<file path="src/rtl/gpx_pkg.sv">
package gpx_pkg;
  localparam int PTR_W     = 3;
  localparam int NUM_PORTS = 2;

  typedef enum logic [1:0] {
    RK_INPUT  = 2'd0,
    RK_OUTPUT = 2'd1,
    RK_POLAR  = 2'd2,
    RK_CONFIG = 2'd3
  } reg_kind_e;

  function automatic reg_kind_e kind_of(input logic [PTR_W-1:0] p);
    return reg_kind_e'(p[PTR_W-1:1]);
  endfunction
endpackage

</file>
<file path="src/rtl/gpx_sync.sv">
module gpx_sync #(
  parameter int W      = 16,
  parameter int STAGES = 2
) (
  input  logic         clk,
  input  logic         rst,
  input  logic [W-1:0] d,
  output logic [W-1:0] q
);
  logic [W-1:0] chain [STAGES];

  always_ff @(posedge clk) begin
    if (rst) chain[0] <= '0;
    else     chain[0] <= d;
  end

  for (genvar s = 1; s < STAGES; s++) begin : g_stage
    always_ff @(posedge clk) begin
      if (rst) chain[s] <= '0;
      else     chain[s] <= chain[s-1];
    end
  end

  assign q = chain[STAGES-1];
endmodule

</file>
<file path="src/rtl/gpx_ptr.sv">
module gpx_ptr #(
  parameter int W = 3
) (
  input  logic         clk,
  input  logic         rst,
  input  logic         load,
  input  logic [W-1:0] idx,
  input  logic         step,
  output logic [W-1:0] ptr
);
  localparam logic [W-1:0] FLIP = {{(W-1){1'b0}}, 1'b1};

  always_ff @(posedge clk) begin
    if (rst)       ptr <= '0;
    else if (load) ptr <= idx;
    else if (step) ptr <= ptr ^ FLIP;
  end
endmodule

</file>
<file path="src/rtl/gpx_port.sv">
module gpx_port #(
  parameter int W = 8
) (
  input  logic         clk,
  input  logic         rst,
  input  logic         we_out,
  input  logic         we_pol,
  input  logic         we_cfg,
  input  logic [W-1:0] wdata,
  input  logic [W-1:0] pins_sync,
  output logic [W-1:0] out_q,
  output logic [W-1:0] pol_q,
  output logic [W-1:0] cfg_q,
  output logic [W-1:0] in_view
);
  always_ff @(posedge clk) begin
    if (rst) begin
      out_q <= '0;
      pol_q <= '0;
      cfg_q <= '1;
    end else begin
      if (we_out) out_q <= wdata;
      if (we_pol) pol_q <= wdata;
      if (we_cfg) cfg_q <= wdata;
    end
  end

  assign in_view = pins_sync ^ pol_q;
endmodule

</file>
<file path="src/rtl/gpx_regbank.sv">
module gpx_regbank
  import gpx_pkg::*;
#(
  parameter int PORT_W      = 8,
  parameter int SYNC_STAGES = 2
) (
  input  logic                          clk,
  input  logic                          rst,
  input  logic                          ptr_load,
  input  logic [PTR_W-1:0]              ptr_idx,
  input  logic                          wr_stb,
  input  logic [PORT_W-1:0]             wr_data,
  input  logic                          rd_stb,
  input  logic [NUM_PORTS*PORT_W-1:0]   pin_in,
  output logic [PTR_W-1:0]              cur_ptr,
  output logic [PORT_W-1:0]             rd_data,
  output logic [NUM_PORTS*PORT_W-1:0]   pin_out,
  output logic [NUM_PORTS*PORT_W-1:0]   pin_oe
);
  localparam int TW = NUM_PORTS * PORT_W;

  logic              acc_wr, acc_rd;
  logic [TW-1:0]     pins_s;
  logic [PORT_W-1:0] out_q  [NUM_PORTS];
  logic [PORT_W-1:0] pol_q  [NUM_PORTS];
  logic [PORT_W-1:0] cfg_q  [NUM_PORTS];
  logic [PORT_W-1:0] in_v   [NUM_PORTS];
  logic [PORT_W-1:0] rd_next;
  reg_kind_e         kind;
  logic              sel;

  assign acc_wr = wr_stb & ~ptr_load;
  assign acc_rd = rd_stb & ~wr_stb & ~ptr_load;
  assign kind   = kind_of(cur_ptr);
  assign sel    = cur_ptr[0];

  gpx_ptr #(.W(PTR_W)) u_ptr (
    .clk  (clk),
    .rst  (rst),
    .load (ptr_load),
    .idx  (ptr_idx),
    .step (acc_wr | acc_rd),
    .ptr  (cur_ptr)
  );

  gpx_sync #(.W(TW), .STAGES(SYNC_STAGES)) u_sync (
    .clk (clk),
    .rst (rst),
    .d   (pin_in),
    .q   (pins_s)
  );

  for (genvar p = 0; p < NUM_PORTS; p++) begin : g_port
    logic hit;
    assign hit = acc_wr && (sel == 1'(p));

    gpx_port #(.W(PORT_W)) u_port (
      .clk       (clk),
      .rst       (rst),
      .we_out    (hit && kind == RK_OUTPUT),
      .we_pol    (hit && kind == RK_POLAR),
      .we_cfg    (hit && kind == RK_CONFIG),
      .wdata     (wr_data),
      .pins_sync (pins_s[p*PORT_W +: PORT_W]),
      .out_q     (out_q[p]),
      .pol_q     (pol_q[p]),
      .cfg_q     (cfg_q[p]),
      .in_view   (in_v[p])
    );

    assign pin_oe [p*PORT_W +: PORT_W] = ~cfg_q[p];
    assign pin_out[p*PORT_W +: PORT_W] = out_q[p] & ~cfg_q[p];
  end

  always_comb begin
    case (kind)
      RK_INPUT:  rd_next = in_v[sel];
      RK_OUTPUT: rd_next = out_q[sel];
      RK_POLAR:  rd_next = pol_q[sel];
      default:   rd_next = cfg_q[sel];
    endcase
  end

  always_ff @(posedge clk) begin
    if (rst)         rd_data <= '0;
    else if (acc_rd) rd_data <= rd_next;
  end
endmodule

</file>
<file path="config.mk">
export PLATFORM = sky130hd
export DESIGN_NAME = gpx_regbank
export DESIGN_NICKNAME = d
export VERILOG_FILES = /design/src/rtl/gpx_pkg.sv /design/src/rtl/gpx_sync.sv /design/src/rtl/gpx_ptr.sv /design/src/rtl/gpx_port.sv /design/src/rtl/gpx_regbank.sv
export SDC_FILE = /design/constraint.sdc
export NUM_CORES = 1
export LEC_CHECK = 0
export ABC_AREA = 1
export ABC_CLOCK_PERIOD_IN_PS = 1500
export BUFFER_PORTS_ARGS = -buffer_cell sky130_fd_sc_hd__buf_2
export CAP_MARGIN = 20
export CORE_UTILIZATION = 50
export CTS_CLUSTER_SIZE = 10
export DETAILED_ROUTE_END_ITERATION = 6
export PLACE_DENSITY = 0.72
export SLEW_MARGIN = 20
export SYNTH_ARGS = -nofsm -noshare
export SYNTH_HDL_FRONTEND = slang
export SYNTH_SLANG_ARGS = --single-unit
</file>
<file path="constraint.sdc">
create_clock -name clk -period 1.5 [get_ports clk]
set_input_delay 0.15 -clock clk [delete_from_list [all_inputs] [get_ports clk]]
set_output_delay 0.15 -clock clk [all_outputs]
set_load 0.03 [all_outputs]
</file>
After elaboration in Yosys (flattened, before gate mapping):

Memories as Yosys holds them, arrays and structs flattened.
Index checks and enable logic that the tools add are counted.

* reduce and logical (&&, ||, !) cells: 10
* muxes and demuxes: 20
* bitwise operators: 16
* equal/unequal tests: 3
* order comparisons: 1

Operators with widths (count)
* 8-bit 2-to-1 mux: 12
* 16-bit 2-to-1 mux: 2
* 8-bit one-hot mux with 3 select lines: 1
* 8-bit AND: 2
* 8-bit NOT: 2
* 8-bit XOR: 2
* 1-bit logical AND: 8
* 2-bit equality test, second input constant: 2
* 1-bit 2-to-1 mux: 4
* 1-bit AND: 3
* 3-bit 2-to-1 mux: 1
* 1-bit NOT: 3
* 1-bit OR: 3
* 2-bit by 1-bit equality test with 1-bit output, second input constant: 1
* 2-bit greater-or-equal comparator, second input constant: 1
* 2-bit zero test: 1
* 1-bit NOT with 2-bit output: 1
* 2-bit nonzero test: 1

* memories kept: 1
* logic and storage cells: 60
* bits in registers: 59
* RAM bits: 32
* output and inout port bits: 43
* input port bits: 32

Memories
* u_sync.chain: depth 2, bits a word 16, read ports 2, clocked after memory_dff 0, wr ports 2, line gpx_sync.sv:10 `logic [W-1:0] chain [STAGES];`

Depth between registers and ports, before layout:

Gate-level depths: netlist of the first run.

* word-level depth: 6
* mapped depth: 11
* depth with buffers taken out: 9

Hierarchy:

From an unflattened synthesis of the first run, not the netlist that was laid out.

* cells, all modules: 652
* area total of the unflattened synthesis: 4279.1 um^2

Modules (own cells, without submodules)
* gpx_port: cells each 137, times used 2, sequential area each 480.5 um^2, area an instance 1003.5 um^2
* gpx_regbank: cells each 262, times used 1, sequential area each 160.2 um^2, area an instance 1237.4 um^2
* gpx_sync: cells each 99, times used 1, sequential area each 640.6 um^2, area an instance 914.6 um^2
* gpx_ptr: cells each 17, times used 1, sequential area each 60.1 um^2, area an instance 120.1 um^2

Worst setup path after synthesis of the first run:

No wires, ideal clock.

* path kind: register to register
* start: register u_ptr.ptr[0]
* end: register g_port[1].u_port.pol_q[1]
* data required time: 1.381 ns
* slack: -0.023 ns
* clock period less this slack: 1.523 ns
* stages on the path, launching flop included: 8
* setup time: 0.119 ns
* buffers on the path: 2
* arrival: 1.403 ns
* cell sequence: dfxtp_1 > buf_4 > inv_2 > nor2_1 > nand2_2 > buf_2 > o21ai_0 > a21oi_1

* longest elaborated chain between the ends: 2

Ends and longest elaborated chain
* start, declared: line gpx_ptr.sv:9 `output logic [W-1:0] ptr`
* start signal, assigned: line gpx_ptr.sv:15 `else if (load) ptr <= idx;`
* start signal, assigned: line gpx_ptr.sv:16 `else if (step) ptr <= ptr ^ FLIP;`
* 1-bit logical AND: line gpx_regbank.sv:55 `assign hit = acc_wr && (sel == 1'(p));`
* 1-bit logical AND: line gpx_regbank.sv:61 `.we_pol (hit && kind == RK_POLAR),`
* end signal, assigned: line gpx_port.sv:23 `if (we_pol) pol_q <= wdata;`
* end, declared: line gpx_port.sv:12 `output logic [W-1:0] pol_q,`

Every way passes these cells.
A chain may end at the register's enable or synchronous reset.

Final worst setup path of the first run:

* start: register u_ptr.ptr[2]
* end: register g_port[1].u_port.pol_q[6]

* longest elaborated chain between the ends: 2

Ends and longest elaborated chain (line)
* 2-bit equality test: gpx_regbank.sv:61
* 1-bit logical AND: gpx_regbank.sv:61

Every way passes these cells.

==> flow_metrics.py, run 1 <==
metrics = {
    "global_route": {
        "antenna_found_initial": 0,
        "grt_pass1_wl_um": 15400,
        "gr-total-overflow": 0,
        "grt_max_degree": 44,
        "grt_pass1_vias": 3367,
        "grt_util_all_layers_pct": 23.8,
    },
    "clocking": {
        "clk_path_buf_depth": 2,
        "clkSlewWorstSetupHoldPaths_ps": 90,
        "h-tree-depth": 3,
        "clock-sinks": 91,
        "cts_made_buffers": 9,
        "cts-root-buf": "clkbuf_8",
        "post_cts_buffers": 0,
        "insertion_delay_ps": 360,
        "cts_tree": "yes",
    },
    "synthesis": {
        "synthArstFlopShare_pct": 0,
        "syn_avg_cell_area_um2": 6.73,
        "synth_commonest_cells": "nand2_1, inv_1, dfxtp_1, a21oi_1, nor2_1",
        "synth_most_common_cell": "nand2_1",
        "syn_nets": 623,
        "yosysUniqueCellTypes": 18,
        "yosys-top-cells-area": "dfxtp_1, nand2_1, inv_1",
        "yosys_register_bits": 91,
        "dominantRegCellSynth": "dfxtp_1",
        "yosysWarnings": 0,
        "synth_area_leader_cell": "dfxtp_1",
        "yosys.area.top_type_share_pct": 45.8,
        "synthesis.instances": 591,
        "ys_seq_area_share_pct": 45.8,
        "synth_edf_count": 0,
        "syn_area_um2": 3980,
    },
    "timing": {
        "fin_hold_ws_ps": 97.1,
        "setup_violations": 0,
        "tns_ps": 0,
        "fmax_mhz": 688,
        "relSlewSlack_pct": 71.3,
        "post-route-min-period_ps": 1450,
        "fin_crit_sh_pct": 96.9,
        "finClkSkew_ps": 8.61,
        "worstMarginPinSlew_ps": 431,
        "finalHoldViolations": 0,
        "finalMaxSlewViolations": 0,
        "grt_setup_unrepaired": "true",
    },
    "critical_path": {
        "cp.arrival_ps": 1700,
        "worst-r2r-cell-count": 5,
        "crit_type": "reg -> reg",
        "cp.required_ps": 1740,
        "reg2reg_to": "g_port[1].u_port.pol_q[6]",
        "regToRegStartpoint": "u_ptr.ptr[2]",
        "path_cells": "inv_2, nor2_4, nand2_2, o21ai_0, a21oi_1",
        "cp_max_fo": 16,
        "reg2reg_slack_ps": 50,
        "crit_family": "flip-flops",
        "cp_slowest_cell": "dfxtp_1",
        "crit_buf_inv": 1,
        "crit_start": "u_ptr.ptr[2]",
        "crit_cells": 5,
        "critPathCaptureType": "flop",
        "critPathLaunchType": "flop",
        "max_stage_delay_ps": 480,
    },
    "drt": {
        "drc": 0,
        "viasPerCell": 4.76,
        "drt_iter0_markers": 238,
        "firstDrtPassIters": 4,
        "ant_nets": 0,
        "vias": 3757,
        "routedWlPerCell_um": 12.2,
        "wl_um": 9590,
    },
    "pwr": {
        "combPwrFrac_pct": 11.8,
        "swShare_pct": 26.7,
        "p_clk_share_pct": 35.6,
        "p_leak_nw": 2.44,
        "switching_power_mw": 1.29,
        "powerDensity_nw_per_um2": 996,
        "ir_worst_vdd_v": 0.000540,
        "p_total_mw": 4.83,
        "internal_power_mw": 3.54,
        "sequentialPowerShare_pct": 52.6,
    },
    "layout": {
        "area_growth_pct": 21.9,
        "final_cell_area_um2": 4850,
        "nNetsFinal": 714,
        "fin_cells": 789,
        "antennaDiodeCount": 0,
        "fillCellCount": 736,
        "drive_above_1_share_pct": 17.3,
        "multiInputGateArea_um2": 1580,
        "regArea_um2": 1820,
    },
    "place": {
        "placed_cells": 757,
        "gp_congestion": 0.880,
        "port_buffers": 74,
        "placed_area_um2": 4480,
        "dp_hpwl_um": 6850,
    },
    "hold_path": {
        "hold-path-endpoint": "u_ptr.ptr[2]",
        "hold_depth": 3,
        "min_path_type": "in -> reg",
        "hold_start": "ptr_idx[2]",
    },
    "die": {
        "fp.dieW_um": 91.2,
        "initial_core_util_pct": 51.5,
        "coreArea_um2": 7730,
        "die-area_um2": 8320,
        "num_rows": 32,
        "die_height_um": 91.2,
        "num_io_pins": 75,
    },
    "outcome": {
        "outcome": "finished clean",
    },
    "job": {
        "drv_cap": 0,
    },
}
## registers in the layout (all words and copies together), names as in the netlist
signal               flops
u_sync.chain            32
g_port.u_port.out_q     16
g_port.u_port.pol_q     16
g_port.u_port.cfg_q     16
u_ptr.ptr                3
rd_data                  8
## power groups by stage
stage	Clock, mW	Sequential (mW)	Combinational, mW
global route	1.86	2.55	0.634
CTS	1.76	2.54	0.568
finish	1.72	2.54	0.570
floorplan	0	2.62	0.315
detailed placement	0	2.60	0.534
global placement	0	2.59	0.528
## metrics by stage
step           utilization (%)  setup WS (ps)
2_1_floorplan                -           37.1
3_3_place_gp              58.0            158
3_5_place_dp              58.0           65.7
4_1_cts                   62.8           56.5
5_1_grt                   62.8          -79.4
6_report                  62.8           46.7
## worst reg2reg max path: stages, from the launching register on
cell and delay, ps:
dfxtp_1 480, inv_2 90, nor2_4 230, nand2_2 260
o21ai_0 230, a21oi_1 60
## cells by family after synthesis
logic type | after synthesis | synth area share, %
flip-flops | 91 | 45.8
buffers and inverters | 149 | 14.6
XOR/XNOR | 1 | 0.220
AO/OA/AOI/OAI | 110 | 14.3
AND/OR/NAND/NOR | 240 | 25.0
## metal layers
metal / GRT usage, % / vias to the layer above / share of wire, %
met1: 29.8 / 1663 / 44
met4: 9.26 / 0 / 1.9
li1: - / 1975 / -
met2: 40.1 / 103 / 48
met5: 0 / - / 0
met3: 5.03 / 16 / 5.6
## cells in the final DEF, fill, tap and decap left out, types with 2 or more instances in the layout
master         instances
nor2_4                 2
o211ai_1               8
buf_4                 12
o21ai_1                8
nand2_2                6
nor2_1                53
inv_1                122
dfxtp_2                2
nand2_1              145
clkinv_4               2
dlygate4sd3_1         16
o21ai_0               35
clkbuf_8              10
nor3_4                 2
nand3_1               32
inv_2                  4
buf_2                 74
dfxtp_1               89
a21oi_1               59
## repair_timing
item / 4_1_cts / 5_1_grt
endpoints found under the hold margin: 16 / 0
gates resized for setup: 0 / 1
hold buffers: 16 / 0
endpoints found under the setup margin: 0 / 23
## how the worst max path moves through the flow
stage | end | slack (ps)
3_3_place_gp | g_port[1].u_port.pol_q[6] | 160
4_1_cts | g_port[1].u_port.pol_q[6] | 60
6_report | g_port[1].u_port.pol_q[6] | 50
2_1_floorplan | g_port[1].u_port.pol_q[1] | 40
3_5_place_dp | g_port[1].u_port.pol_q[6] | 70
5_1_grt | g_port[1].u_port.pol_q[6] | -80
## area by class of cell
type,count,area share [%]
multi-input cells,351,32.5
flip-flops and latches,91,37.6
clock buffers,10,2.84
well taps,102,2.63
clock inverters,6,1.50
inverters,126,9.75
repair buffers,103,13.2
(Power assumes the default switching activity.)
==> run 2: changes to the inputs <==
--- a/config.mk
+++ b/config.mk
@@ -8,3 +8,3 @@
 export ABC_AREA = 1
-export ABC_CLOCK_PERIOD_IN_PS = 1500
+export ABC_CLOCK_PERIOD_IN_PS = 1600
 export BUFFER_PORTS_ARGS = -buffer_cell sky130_fd_sc_hd__buf_2
==> constraint.sdc (replaced) <==
create_clock -name clk -period 1.6 [get_ports clk]
set_input_delay 0 -clock clk [delete_from_list [all_inputs] [get_ports clk]]
set_output_delay 0 -clock clk [all_outputs]
set_load 0.03 [all_outputs]
==> flow_metrics.py, run 2 (synthesized netlist as in run 1, its figures left out) <==
metrics = {
    "outcome": {
        "outcome": "finished clean",
    },
    "hold_path": {
        "min_path_type": "in -> reg",
    },
    "layout": {
        "mostFrequentLayoutCells": "nand2_1, inv_1, dfxtp_1, buf_2, a21oi_1",
        "drive_above_1_share_pct": 16.3,
        "area_growth_pct": 25.0,
        "final_common_cell": "nand2_1",
        "final_util_pct": 64.3,
        "regMostFlops": "u_sync.chain",
        "antennaDiodeCount": 0,
        "nNetsFinal": 727,
        "largest_reg_flops": 32,
        "final_cell_area_um2": 4970,
        "fin_cells": 801,
    },
    "timing": {
        "grt_setup_unrepaired": "false",
        "post-route-min-period_ps": 1430,
        "finalHoldViolations": 0,
        "finClkSkew_ps": 7.23,
        "worstMarginPinSlew_ps": 563,
        "worst_slack_ps": 172,
        "setup_violations": 0,
        "fin_crit_sh_pct": 89.2,
        "tns_ps": 0,
        "fin_hold_ws_ps": 98.8,
        "finalMaxSlewViolations": 0,
        "relSlewSlack_pct": 62.4,
        "fmax_mhz": 700,
    },
    "clocking": {
        "cts-root-buf": "clkbuf_8",
        "h-tree-depth": 3,
        "cts_made_buffers": 9,
        "clkSlewWorstSetupHoldPaths_ps": 90,
        "clock-sinks": 91,
        "cts_tree": "yes",
        "insertion_delay_ps": 350,
        "post_cts_buffers": 0,
        "clk_path_buf_depth": 2,
    },
    "die": {
        "initial_core_util_pct": 51.5,
        "die-area_um2": 8320,
        "coreArea_um2": 7730,
        "num_rows": 32,
        "die_height_um": 91.2,
        "fp.dieW_um": 91.2,
        "num_io_pins": 75,
    },
    "pwr": {
        "p_total_mw": 4.54,
        "switching_power_mw": 1.17,
        "internal_power_mw": 3.36,
        "p_clk_share_pct": 35.2,
        "sequentialPowerShare_pct": 52.5,
        "swShare_pct": 25.8,
        "p_leak_nw": 2.48,
        "powerDensity_nw_per_um2": 912,
        "combPwrFrac_pct": 12.3,
        "ir_worst_vdd_v": 0.000572,
    },
    "place": {
        "port_buffers": 74,
        "placed_cells": 756,
        "placed_area_um2": 4470,
        "gp_congestion": 0.902,
        "place_ws_ps": 224,
        "dp_hpwl_um": 6960,
    },
    "job": {
        "drv_cap": 0,
    },
    "global_route": {
        "gr-total-overflow": 0,
        "grt_pass1_wl_um": 16000,
        "grt_pass1_vias": 3546,
        "grt_util_all_layers_pct": 24.6,
        "antenna_found_initial": 0,
        "grt_max_degree": 33,
    },
    "drt": {
        "wl_um": 9710,
        "routedWlPerCell_um": 12.1,
        "firstDrtPassIters": 4,
        "viasPerCell": 4.83,
        "drt_iter0_markers": 170,
        "ant_nets": 0,
        "drc": 0,
        "vias": 3867,
    },
    "critical_path": {
        "cp.arrival_ps": 1660,
        "critPathLaunchType": "primary input",
        "cp_max_fo": 16,
        "crit_type": "in -> reg",
        "cp.required_ps": 1840,
        "critPathCaptureType": "flop",
    },
}
==> run 2: worst paths after layout <==
| kind | from | end | slack, ps | depth (start not counted) |
|---|---|---|---|---|
| setup / recovery | ptr_load | g_port[1].u_port.pol_q[4] | 170 | 8 |
| hold / removal | rd_stb | u_ptr.ptr[0] | 100 | 4 |
| setup reg to reg | u_ptr.ptr[1] | g_port[0].u_port.out_q[2] | 210 | 5 |
| hold reg to reg | u_sync.chain[0][7] | u_sync.chain[1][7] | 410 | 2 |
==> run 2: cell type report <==
| class | instances | area [µm²] |
|---|---|---|
| Clock inverter | 3 | 46.3 |
| Clock buffer | 12 | 155 |
| Inverter | 126 | 473 |
| Tap cell | 102 | 128 |
| Sequential cell | 91 | 1820 |
| Timing Repair Buffer | 116 | 773 |
| Fill cell | 700 | 2760 |
| Multi-Input combinational cell | 351 | 1580 |
==> run 2: power groups by stage <==
stage	logic, mW	registers [mW]	clock network (mW)
after floorplan	0.296	2.46	0
after global placement	0.489	2.43	0
after detailed placement	0.497	2.43	0
after CTS	0.556	2.38	1.63
after global routing	0.622	2.39	1.70
final	0.559	2.38	1.60
==> run 2: metal layers <==
layer	part of all wire [%]	up-vias	routed length (µm)	GRT usage, %
met5	0	-	0	0
met4	1.5	0	144	7.28
met3	6.5	14	635	4.61
met2	50	113	4840	43.1
met1	42	1731	4080	30.6
li1	-	2009	-	-
==> run 2: worst max-delay path: stages <==
cell	delay, ps
dlygate4sd3_1	530
buf_2	130
inv_2	110
nand2_2	140
nor2_1	210
nand2_2	230
o21ai_0	230
a21oi_1	60
==> run 2: timing repair <==
item	in CTS	in global routing
endpoints found under the hold margin	39	0
hold buffers	30	0
gates resized for setup	0	0
